`src/rtl/mpic_pkg.sv`:
```
package mpic_pkg;
  localparam int VEC_W = 8;
  localparam int PRI_W = 4;

  localparam logic [11:0] A_FEAT = 12'h000;
  localparam logic [11:0] A_GCFG = 12'h004;
  localparam logic [11:0] A_SPUR = 12'h008;
  localparam logic [3:0]  PAGE_SRC = 4'h1;
  localparam logic [3:0]  PAGE_CPU = 4'h2;

  localparam int B_MASK  = 31;
  localparam int B_ACT   = 30;
  localparam int B_SENSE = 17;
  localparam int B_POL   = 16;

  typedef struct packed {
    logic             mask;
    logic             sense;
    logic             pol;
    logic [PRI_W-1:0] pri;
    logic [VEC_W-1:0] vec;
  } srccfg_t;

  localparam srccfg_t CFG_RST = '{mask: 1'b1, sense: 1'b0, pol: 1'b1,
                                  pri: '0, vec: '0};
endpackage

```
`src/rtl/mpic_src.sv`:
```
module mpic_src
  import mpic_pkg::*;
#(
  parameter int NUM_CPU = 2
) (
  input  logic               clk,
  input  logic               rst_n,
  input  logic               clr,
  input  logic               irq_in,
  input  logic               wr_cfg,
  input  logic               wr_dst,
  input  logic [31:0]        wdata,
  input  logic               take,
  input  logic               busy,
  output srccfg_t            cfg,
  output logic [NUM_CPU-1:0] dest,
  output logic               cand,
  output logic               active
);
  srccfg_t            cfg_q, cfg_d;
  logic [NUM_CPU-1:0] dst_q, dst_d;
  logic               in_q, prev_q, edge_q, edge_d;
  logic               lvl_act, prev_act, edge_hit, pend;

  always_comb begin
    lvl_act  = (in_q == cfg_q.pol);
    prev_act = (prev_q == cfg_q.pol);
    edge_hit = lvl_act && !prev_act;
    pend     = cfg_q.sense ? lvl_act : edge_q;

    edge_d = edge_q;
    if (take)     edge_d = 1'b0;
    if (edge_hit) edge_d = 1'b1;
    if (clr)      edge_d = 1'b0;

    cfg_d = cfg_q;
    if (wr_cfg) begin
      cfg_d.mask  = wdata[B_MASK];
      cfg_d.sense = wdata[B_SENSE];
      cfg_d.pol   = wdata[B_POL];
      cfg_d.pri   = wdata[8 +: PRI_W];
      cfg_d.vec   = wdata[0 +: VEC_W];
    end
    if (clr) cfg_d = CFG_RST;

    dst_d = dst_q;
    if (wr_dst) dst_d = wdata[NUM_CPU-1:0];
    if (clr)    dst_d = '0;
  end

  always_ff @(posedge clk or negedge rst_n) begin
    if (!rst_n) begin
      cfg_q  <= CFG_RST;
      dst_q  <= '0;
      in_q   <= 1'b0;
      prev_q <= 1'b0;
      edge_q <= 1'b0;
    end else begin
      cfg_q  <= cfg_d;
      dst_q  <= dst_d;
      in_q   <= irq_in;
      prev_q <= in_q;
      edge_q <= edge_d;
    end
  end

  assign cfg    = cfg_q;
  assign dest   = dst_q;
  assign cand   = pend && !cfg_q.mask && !busy;
  assign active = pend || busy;

  // soft reset leaves the source masked at priority 0
  assert_clr_masks_R8: assert property (@(posedge clk) disable iff (!rst_n)
    clr |=> (cfg_q.mask && cfg_q.pri == '0 && dst_q == '0 && !edge_q));

  // a level source with its input idle is never pending
  assert_level_idle_R10: assert property (@(posedge clk) disable iff (!rst_n)
    (cfg_q.sense && (in_q != cfg_q.pol) && !busy) |-> !active);
endmodule

```
`src/rtl/mpic_arb.sv`:
```
module mpic_arb
  import mpic_pkg::*;
#(
  parameter int NUM_SRC = 8,
  parameter int IW      = 3
) (
  input  logic                            clk,
  input  logic                            rst_n,
  input  logic                            clr,
  input  logic [NUM_SRC-1:0]              cand,
  input  logic [NUM_SRC-1:0][PRI_W-1:0]   pri,
  input  logic [NUM_SRC-1:0]              route,
  input  logic                            tpri_we,
  input  logic [PRI_W-1:0]                tpri_wdata,
  input  logic                            ack,
  input  logic                            eoi,
  output logic                            irq,
  output logic [IW-1:0]                   win,
  output logic [PRI_W-1:0]                tpri,
  output logic [NUM_SRC-1:0]              ins
);
  logic [PRI_W-1:0]   tpri_q, tpri_d;
  logic [NUM_SRC-1:0] ins_q, ins_d;
  logic [PRI_W-1:0]   best_pri, ins_pri;
  logic [IW-1:0]      best_idx, ret_idx;
  logic               found, has_ins, eligible;

  // winner search: strictly greater replaces, so ties keep the lower index
  always_comb begin
    best_pri = '0;
    best_idx = '0;
    found    = 1'b0;
    ins_pri  = '0;
    ret_idx  = '0;
    has_ins  = 1'b0;
    for (int i = 0; i < NUM_SRC; i++) begin
      if (cand[i] && route[i] && (!found || pri[i] > best_pri)) begin
        found    = 1'b1;
        best_pri = pri[i];
        best_idx = IW'(i);
      end
      if (ins_q[i] && (!has_ins || pri[i] > ins_pri)) begin
        has_ins = 1'b1;
        ins_pri = pri[i];
        ret_idx = IW'(i);
      end
    end
    eligible = found && (best_pri > tpri_q) && (!has_ins || best_pri > ins_pri);
  end

  always_comb begin
    ins_d = ins_q;
    if (eoi && has_ins)  ins_d[ret_idx]  = 1'b0;
    if (ack && eligible) ins_d[best_idx] = 1'b1;
    if (clr)             ins_d = '0;
    tpri_d = tpri_we ? tpri_wdata : tpri_q;
  end

  always_ff @(posedge clk or negedge rst_n) begin
    if (!rst_n) begin
      ins_q  <= '0;
      tpri_q <= '1;
    end else begin
      ins_q  <= ins_d;
      tpri_q <= tpri_d;
    end
  end

  assign irq  = eligible;
  assign win  = best_idx;
  assign tpri = tpri_q;
  assign ins  = ins_q;

  // an acknowledged winner is in service on the next cycle
  assert_ack_marks_R6: assert property (@(posedge clk) disable iff (!rst_n)
    (ack && irq && !clr) |=> ins_q[$past(win)]);

  // without acknowledge, end-of-interrupt or soft reset the in-service set holds
  assert_ins_stable_R7: assert property (@(posedge clk) disable iff (!rst_n)
    (!ack && !eoi && !clr) |=> $stable(ins_q));
endmodule

```
`src/rtl/mpic_core.sv`:
```
module mpic_core
  import mpic_pkg::*;
#(
  parameter int NUM_SRC = 8,
  parameter int NUM_CPU = 2,
  parameter int VERSION = 2
) (
  input  logic               clk,
  input  logic               rst_n,
  input  logic [NUM_SRC-1:0] irq_src,
  input  logic               bus_sel,
  input  logic               bus_we,
  input  logic [11:0]        bus_addr,
  input  logic [31:0]        bus_wdata,
  output logic [31:0]        bus_rdata,
  output logic [NUM_CPU-1:0] cpu_irq
);
  localparam int IW = (NUM_SRC > 1) ? $clog2(NUM_SRC) : 1;
  localparam int CW = (NUM_CPU > 1) ? $clog2(NUM_CPU) : 1;

  // bus decode
  logic [3:0]    page;
  logic [IW-1:0] s_sel;
  logic [CW-1:0] c_sel;
  logic          s_reg, src_ok, cpu_ok, src_hit, cpu_hit;
  logic [1:0]    c_reg;

  assign page    = bus_addr[11:8];
  assign s_sel   = bus_addr[3 +: IW];
  assign s_reg   = bus_addr[2];
  assign c_sel   = bus_addr[4 +: CW];
  assign c_reg   = bus_addr[3:2];
  assign src_ok  = (int'(bus_addr[7:3]) < NUM_SRC) && (bus_addr[1:0] == 2'b00);
  assign cpu_ok  = (int'(bus_addr[7:4]) < NUM_CPU) && (bus_addr[1:0] == 2'b00);
  assign src_hit = bus_sel && (page == PAGE_SRC) && src_ok;
  assign cpu_hit = bus_sel && (page == PAGE_CPU) && cpu_ok;

  // global registers
  logic [VEC_W-1:0] spur_q, spur_d;
  logic             ptd_q, ptd_d, rstb_q, rstb_d, clr;
  logic             gcfg_wr, spur_wr;

  assign gcfg_wr = bus_sel && bus_we && (bus_addr == A_GCFG);
  assign spur_wr = bus_sel && bus_we && (bus_addr == A_SPUR);

  always_comb begin
    spur_d = spur_wr ? bus_wdata[VEC_W-1:0] : spur_q;
    ptd_d  = gcfg_wr ? bus_wdata[1] : ptd_q;
    rstb_d = gcfg_wr && bus_wdata[0];
  end

  always_ff @(posedge clk or negedge rst_n) begin
    if (!rst_n) begin
      spur_q <= '1;
      ptd_q  <= 1'b0;
      rstb_q <= 1'b0;
    end else begin
      spur_q <= spur_d;
      ptd_q  <= ptd_d;
      rstb_q <= rstb_d;
    end
  end

  assign clr = rstb_q;

  // per-source and per-processor structures
  srccfg_t                     cfg_a [NUM_SRC];
  logic [NUM_CPU-1:0]          dest_a [NUM_SRC];
  logic [NUM_SRC-1:0][PRI_W-1:0] pri_a;
  logic [NUM_SRC-1:0]          cand_v, act_v, busy_v, take_v;
  logic [NUM_SRC-1:0]          route_a [NUM_CPU];
  logic [NUM_SRC-1:0]          ins_a [NUM_CPU];
  logic [IW-1:0]               win_a [NUM_CPU];
  logic [PRI_W-1:0]            tpri_a [NUM_CPU];
  logic [NUM_CPU-1:0]          ack_v, eoi_v, tpw_v;

  always_comb begin
    busy_v = '0;
    take_v = '0;
    for (int c = 0; c < NUM_CPU; c++) begin
      busy_v = busy_v | ins_a[c];
      if (ack_v[c] && cpu_irq[c]) take_v[win_a[c]] = 1'b1;
    end
  end

  for (genvar n = 0; n < NUM_SRC; n++) begin : g_src
    logic wr_c, wr_d;
    assign wr_c = src_hit && bus_we && (s_sel == IW'(n)) && !s_reg;
    assign wr_d = src_hit && bus_we && (s_sel == IW'(n)) && s_reg;
    mpic_src #(.NUM_CPU(NUM_CPU)) u_src (
      .clk    (clk),
      .rst_n  (rst_n),
      .clr    (clr),
      .irq_in (irq_src[n]),
      .wr_cfg (wr_c),
      .wr_dst (wr_d),
      .wdata  (bus_wdata),
      .take   (take_v[n]),
      .busy   (busy_v[n]),
      .cfg    (cfg_a[n]),
      .dest   (dest_a[n]),
      .cand   (cand_v[n]),
      .active (act_v[n])
    );
    assign pri_a[n] = cfg_a[n].pri;
    for (genvar c = 0; c < NUM_CPU; c++) begin : g_route
      assign route_a[c][n] = dest_a[n][c];
    end
  end

  for (genvar c = 0; c < NUM_CPU; c++) begin : g_cpu
    assign tpw_v[c] = cpu_hit && bus_we  && (c_sel == CW'(c)) && (c_reg == 2'd0);
    assign ack_v[c] = cpu_hit && !bus_we && (c_sel == CW'(c)) && (c_reg == 2'd1);
    assign eoi_v[c] = cpu_hit && bus_we  && (c_sel == CW'(c)) && (c_reg == 2'd2);
    mpic_arb #(.NUM_SRC(NUM_SRC), .IW(IW)) u_arb (
      .clk        (clk),
      .rst_n      (rst_n),
      .clr        (clr),
      .cand       (cand_v),
      .pri        (pri_a),
      .route      (route_a[c]),
      .tpri_we    (tpw_v[c]),
      .tpri_wdata (bus_wdata[PRI_W-1:0]),
      .ack        (ack_v[c]),
      .eoi        (eoi_v[c]),
      .irq        (cpu_irq[c]),
      .win        (win_a[c]),
      .tpri       (tpri_a[c]),
      .ins        (ins_a[c])
    );

    // a masked source is never presented
    assert_mask_blocks_R2: assert property (@(posedge clk) disable iff (!rst_n)
      cpu_irq[c] |-> !cfg_a[win_a[c]].mask);
    // only routed sources reach this processor
    assert_route_R4: assert property (@(posedge clk) disable iff (!rst_n)
      cpu_irq[c] |-> dest_a[win_a[c]][c]);
    // presented priority exceeds the task priority
    assert_task_gate_R5: assert property (@(posedge clk) disable iff (!rst_n)
      cpu_irq[c] |-> (cfg_a[win_a[c]].pri > tpri_a[c]));
  end

  // read mux
  srccfg_t s_cfg;
  assign s_cfg = cfg_a[s_sel];

  always_comb begin
    bus_rdata = '0;
    if (bus_addr == A_FEAT) begin
      bus_rdata = {8'h00, 8'(NUM_CPU - 1), 8'(NUM_SRC - 1), 4'h0, 4'(VERSION)};
    end else if (bus_addr == A_GCFG) begin
      bus_rdata = {30'd0, ptd_q, rstb_q};
    end else if (bus_addr == A_SPUR) begin
      bus_rdata = {{(32-VEC_W){1'b0}}, spur_q};
    end else if ((page == PAGE_SRC) && src_ok) begin
      if (s_reg) bus_rdata = {{(32-NUM_CPU){1'b0}}, dest_a[s_sel]};
      else       bus_rdata = {s_cfg.mask, act_v[s_sel], 12'd0, s_cfg.sense, s_cfg.pol,
                              4'd0, s_cfg.pri, s_cfg.vec};
    end else if ((page == PAGE_CPU) && cpu_ok) begin
      case (c_reg)
        2'd0:    bus_rdata = {28'd0, tpri_a[c_sel]};
        2'd1:    bus_rdata = {24'd0, cpu_irq[c_sel] ? cfg_a[win_a[c_sel]].vec : spur_q};
        default: bus_rdata = '0;
      endcase
    end
  end

  // the soft reset bit never stays set without a fresh write
  assert_selfclear_R8: assert property (@(posedge clk) disable iff (!rst_n)
    (rstb_q && !gcfg_wr) |=> !rstb_q);
endmodule

```
`config.mk`:
```
export PLATFORM = sky130hd
export DESIGN_NAME = mpic_core
export DESIGN_NICKNAME = d
export VERILOG_FILES = /design/src/rtl/mpic_pkg.sv /design/src/rtl/mpic_src.sv /design/src/rtl/mpic_arb.sv /design/src/rtl/mpic_core.sv
export SDC_FILE = /design/constraint.sdc
export NUM_CORES = 1
export LEC_CHECK = 0
export CAP_MARGIN = 10
export CELL_PAD_IN_SITES_DETAIL_PLACEMENT = 1
export CELL_PAD_IN_SITES_GLOBAL_PLACEMENT = 2
export CORE_ASPECT_RATIO = 0.9
export CORE_MARGIN = 2
export CORE_UTILIZATION = 31
export DETAILED_ROUTE_END_ITERATION = 10
export MAX_ROUTING_LAYER = met4
export PLACE_DENSITY_LB_ADDON = 0.1
export SETUP_SLACK_MARGIN = 0.2
export SYNTH_ARGS = -nofsm -noshare
export SYNTH_HDL_FRONTEND = slang
export SYNTH_SLANG_ARGS = --single-unit
```
`constraint.sdc`:
```
create_clock -name clk -period 18.9 [get_ports clk]
set_input_delay 2.835 -clock clk [delete_from_list [all_inputs] [get_ports clk]]
set_output_delay 2.835 -clock clk [all_outputs]
set_load 0.01 [all_outputs]
```
==> impl_metrics.csv <==
group,metric,value,unit
power_and_ir_drop,p_leak,7.11,nW
synth,synthArstFlopShare,1.00,
layout,final_cell_mix,"nand2_1 (372), a21oi_1 (200), dfrtp_1 (161), ha_1 (128), o21ai_0 (72)",
detailed_routing,post_drt_via_cell_ratio,5.73,
detailed_routing,dr.first_iter.drc_count,1066,
global_route,grt_overflow,0,
detailed_routing,ant_nets,0,
clock_network,cts_tree,"built",
timing,drv_slew,0,
detailed_routing,wl,68.1,mm
layout,antenna_cells,0,
layout,design_area,17800,sq um
floorplan,core,50400,sq um
timing,setup_tns,0,ns
timing,hold_ws,0.448,ns
place,numPortBuffers,56,
power_and_ir_drop,powerDensity,48.0,nW/um^2
floorplan,fp.dieW,242,microns
timing,rsz0062_at_grt,"no",
worst_setup_path,cp_common_cell,"ha_1",
detailed_routing,highest-signal-layer,"met4",
layout,drive_gt1_frac,0.139,
global_route,grt_max_degree,110,
timing,hold_violations,0,
floorplan,die-height,218,microns
timing,setup_viol,0,
layout,area_delta_synth_final,12.8,%
detailed_routing,wl_met3,3.42,mm
layout,fillCellCount,5954,
place,dpl_cell_area,17100,sq um
synth,yosys.area_share.simple,0.199,
floorplan,die_area,52800,sq um
clock_network,cts_max_path_buffers,2,
floorplan,start_util,0.314,
clock_network,clkLatencyLatePin,0.47,ns
timing,worstMarginPinSlew,1.18,ns
detailed_routing,drcViolationCount,0,
run_status,outcome,"finished clean",
synth,synth_compound_area_frac,0.209,
clock_network,cts_buffers,17,
flow_run,drv_cap,0,
timing,min_period,17.87,ns
timing,maxSlewHeadroom,0.210,
global_route,grt_pass1_wl,101,mm
clock_network,clk_pin_slew,0.08,ns
detailed_routing,wl_per_cell,26.5,microns
synth,yosys.cell_types.count,91,
worst_setup_path,path_class,"flop to output pin",
hold_path,min_from,"g_src[5].u_src.in_q",
worst_setup_path,required,16.07,ns
worst_setup_path,cp-startpoint,"g_src[0].u_src.cfg[12]",
timing,post-route-period-util,0.945,
synth,synth_top_family_by_area,"compound AO/OA/AOI/OAI gates",
place,place.gp.congestion,0.883,
timing,fin_skew,0.0145,ns
clock_network,cts.sinks,194,
detailed_routing,wl_met1,33.9,mm
worst_setup_path,reg2reg_from,"g_src[0].u_src.cfg[12]",
synth,synth_edf_count,0,
clock_network,hold_buffers,0,
synth,yosys_warnings,0,
synth,synth_fa_ha_area_frac,0.101,
layout,final_nets,2057,
synth,yosys.area_share.xor_xnor,0.00443,
timing,clock.fmax,0.0560,GHz
clock_network,htree_num_levels,4,
detailed_routing,vias,14700,
synth,ys.flop_type,"dfrtp_1",
worst_setup_path,cpMaxStageDelayCell,"dfstp_2",
detailed_routing,dr.pass1.iters,5,
worst_setup_path,worstPathMaxFanout,8,
layout,final_common_cell,"nand2_1",
synth,syn_inst,1856,
synth,syn-cell-area,15800,sq um
worst_setup_path,critPathLaunchType,"flop",
worst_setup_path,cpPeakStageDelay,0.61,ns
synth,avgSynthCellArea,8.52,sq um
clock_network,root_buffer,"clkbuf_16",
synth,synth.mux.area_fraction,0.127,
floorplan,rows,78,
floorplan,ios,90,
worst_setup_path,endpoint_kind,"output pin",
place,post-dp-hpwl,51.4,mm
synth,yosysSeqAreaShare,0.310,
detailed_routing,met2_length,29.6,mm
power_and_ir_drop,ir_drop,0.0672,mV
synth,synth-seq-cells,194,
global_route,grt_use_total,0.265,
hold_path,hp-class,"flop to flop",
global_route,grt_pass1_vias,15000,
global_route,antenna_found_initial,1,
worst_setup_path,arrival,15.03,ns
## timing repair
action	in CTS	in global routing
pin swaps	0	3
buffers inserted	0	7
resized for setup	3	48
endpoints found under the setup margin	6	8
## area by class of cell
type,instances,area [sq um],share of cell area
flip-flops and latches,194,4900,0.275
inverters,69,259,0.0145
multi-input cells,1493,10400,0.582
well taps,680,851,0.0477
clock inverters,13,120,0.00674
clock buffers,19,443,0.0248
repair buffers,98,885,0.0496
## synthesized netlist by cell type (all sizes together) (22+ instances only)
| cell type | number | share of area |
|---|---|---|
| a211oi | 22 | 0.010 |
| ha | 128 | 0.10 |
| and2 | 23 | 0.0093 |
| nor2b | 35 | 0.014 |
| dfstp | 32 | 0.053 |
| inv | 69 | 0.016 |
| nand2 | 374 | 0.089 |
| o21a | 57 | 0.027 |
| dfrtp | 162 | 0.26 |
| buf | 33 | 0.014 |
| mux2 | 52 | 0.037 |
| nor2 | 72 | 0.017 |
| o211ai | 35 | 0.017 |
| nand3 | 36 | 0.012 |
| mux4 | 36 | 0.051 |
| a21oi | 205 | 0.066 |
| clkbuf | 82 | 0.020 |
| mux2i | 60 | 0.038 |
| nand4 | 35 | 0.014 |
| o21ai | 90 | 0.029 |
## routing by layer
| metal | vias up | global-route usage |
|---|---|---|
| met5 | - | - |
| met4 | 0 | 0.0584 |
| met3 | 57 | 0.0360 |
| met2 | 368 | 0.390 |
| met1 | 7553 | 0.384 |
| li1 | 6724 | - |
## final timing paths
check / to / slack [ns] / cells past startpoint
max: bus_rdata[5] / 1.03 / 68
min: g_src[5].u_src.prev_q / 0.45 / 0
max reg2reg: g_src[1].u_src.edge_q / 4.75 / 65
min reg2reg: g_src[5].u_src.prev_q / 0.45 / 0
max in group asynchronous: clr / 15.28 / 2
min in group asynchronous: g_src[1].u_src.cfg[10] / 2.40 / 1
## state kept, by name, indices dropped and copies added (netlist names)
name                flops
spur_q                  8
clr                     1
g_src.u_src.prev_q      8
g_src.u_src.edge_q      8
g_cpu.u_arb.tpri        8
g_src.u_src.in_q        8
ptd_q                   1
g_src.u_src.dest       16
g_cpu.u_arb.ins        16
g_src.u_src.cfg       120
## worst max-delay path, delay by kind of cell, from the launching register on
family / cells / cell delay [ns]
AOI/OAI and AO/OA: 32 / 6.71
xor gates and xnor gates: 1 / 0.17
DFF: 1 / 0.61
adders and majority gates: 8 / 2.33
and+or+nand+nor: 16 / 2.16
muxes: 4 / 1.12
buffers and inverters: 7 / 1.45
## per-stage QoR
| stage | worst slack, ns | utilization | instances | power, mW |
|---|---|---|---|---|
| 6_report | 1.03 | 0.354 | 2566 | 0.856 |
| 5_1_grt | 0.146 | 0.354 | 2566 | 0.881 |
| 4_1_cts | 0.265 | 0.350 | 2559 | 0.863 |
| 3_5_place_dp | 0.617 | 0.339 | 2527 | 0.491 |
| 3_3_place_gp | 1.07 | 0.339 | 2527 | 0.490 |
| 2_1_floorplan | 3.22 | - | 1871 | 0.459 |
## power breakdown
group	switching [mW]	leakage, nW	total [mW]	internal, mW
logic	0.0434	4.33	0.0622	0.0187
registers	0.00302	2.51	0.421	0.418
clock network	0.195	0.271	0.373	0.177
## logic make-up after synthesis
| kind of cell | after synthesis |
|---|---|
| AO/OA/AOI/OAI | 520 |
| XOR/XNOR | 8 |
| adder cells (fa/ha/maj) | 128 |
| buffers and inverters | 184 |
| flip-flops | 194 |
| multiplexers | 148 |
| other | 1 |
| AND/OR/NAND/NOR | 673 |
Power figures use the tool's default switching activity.
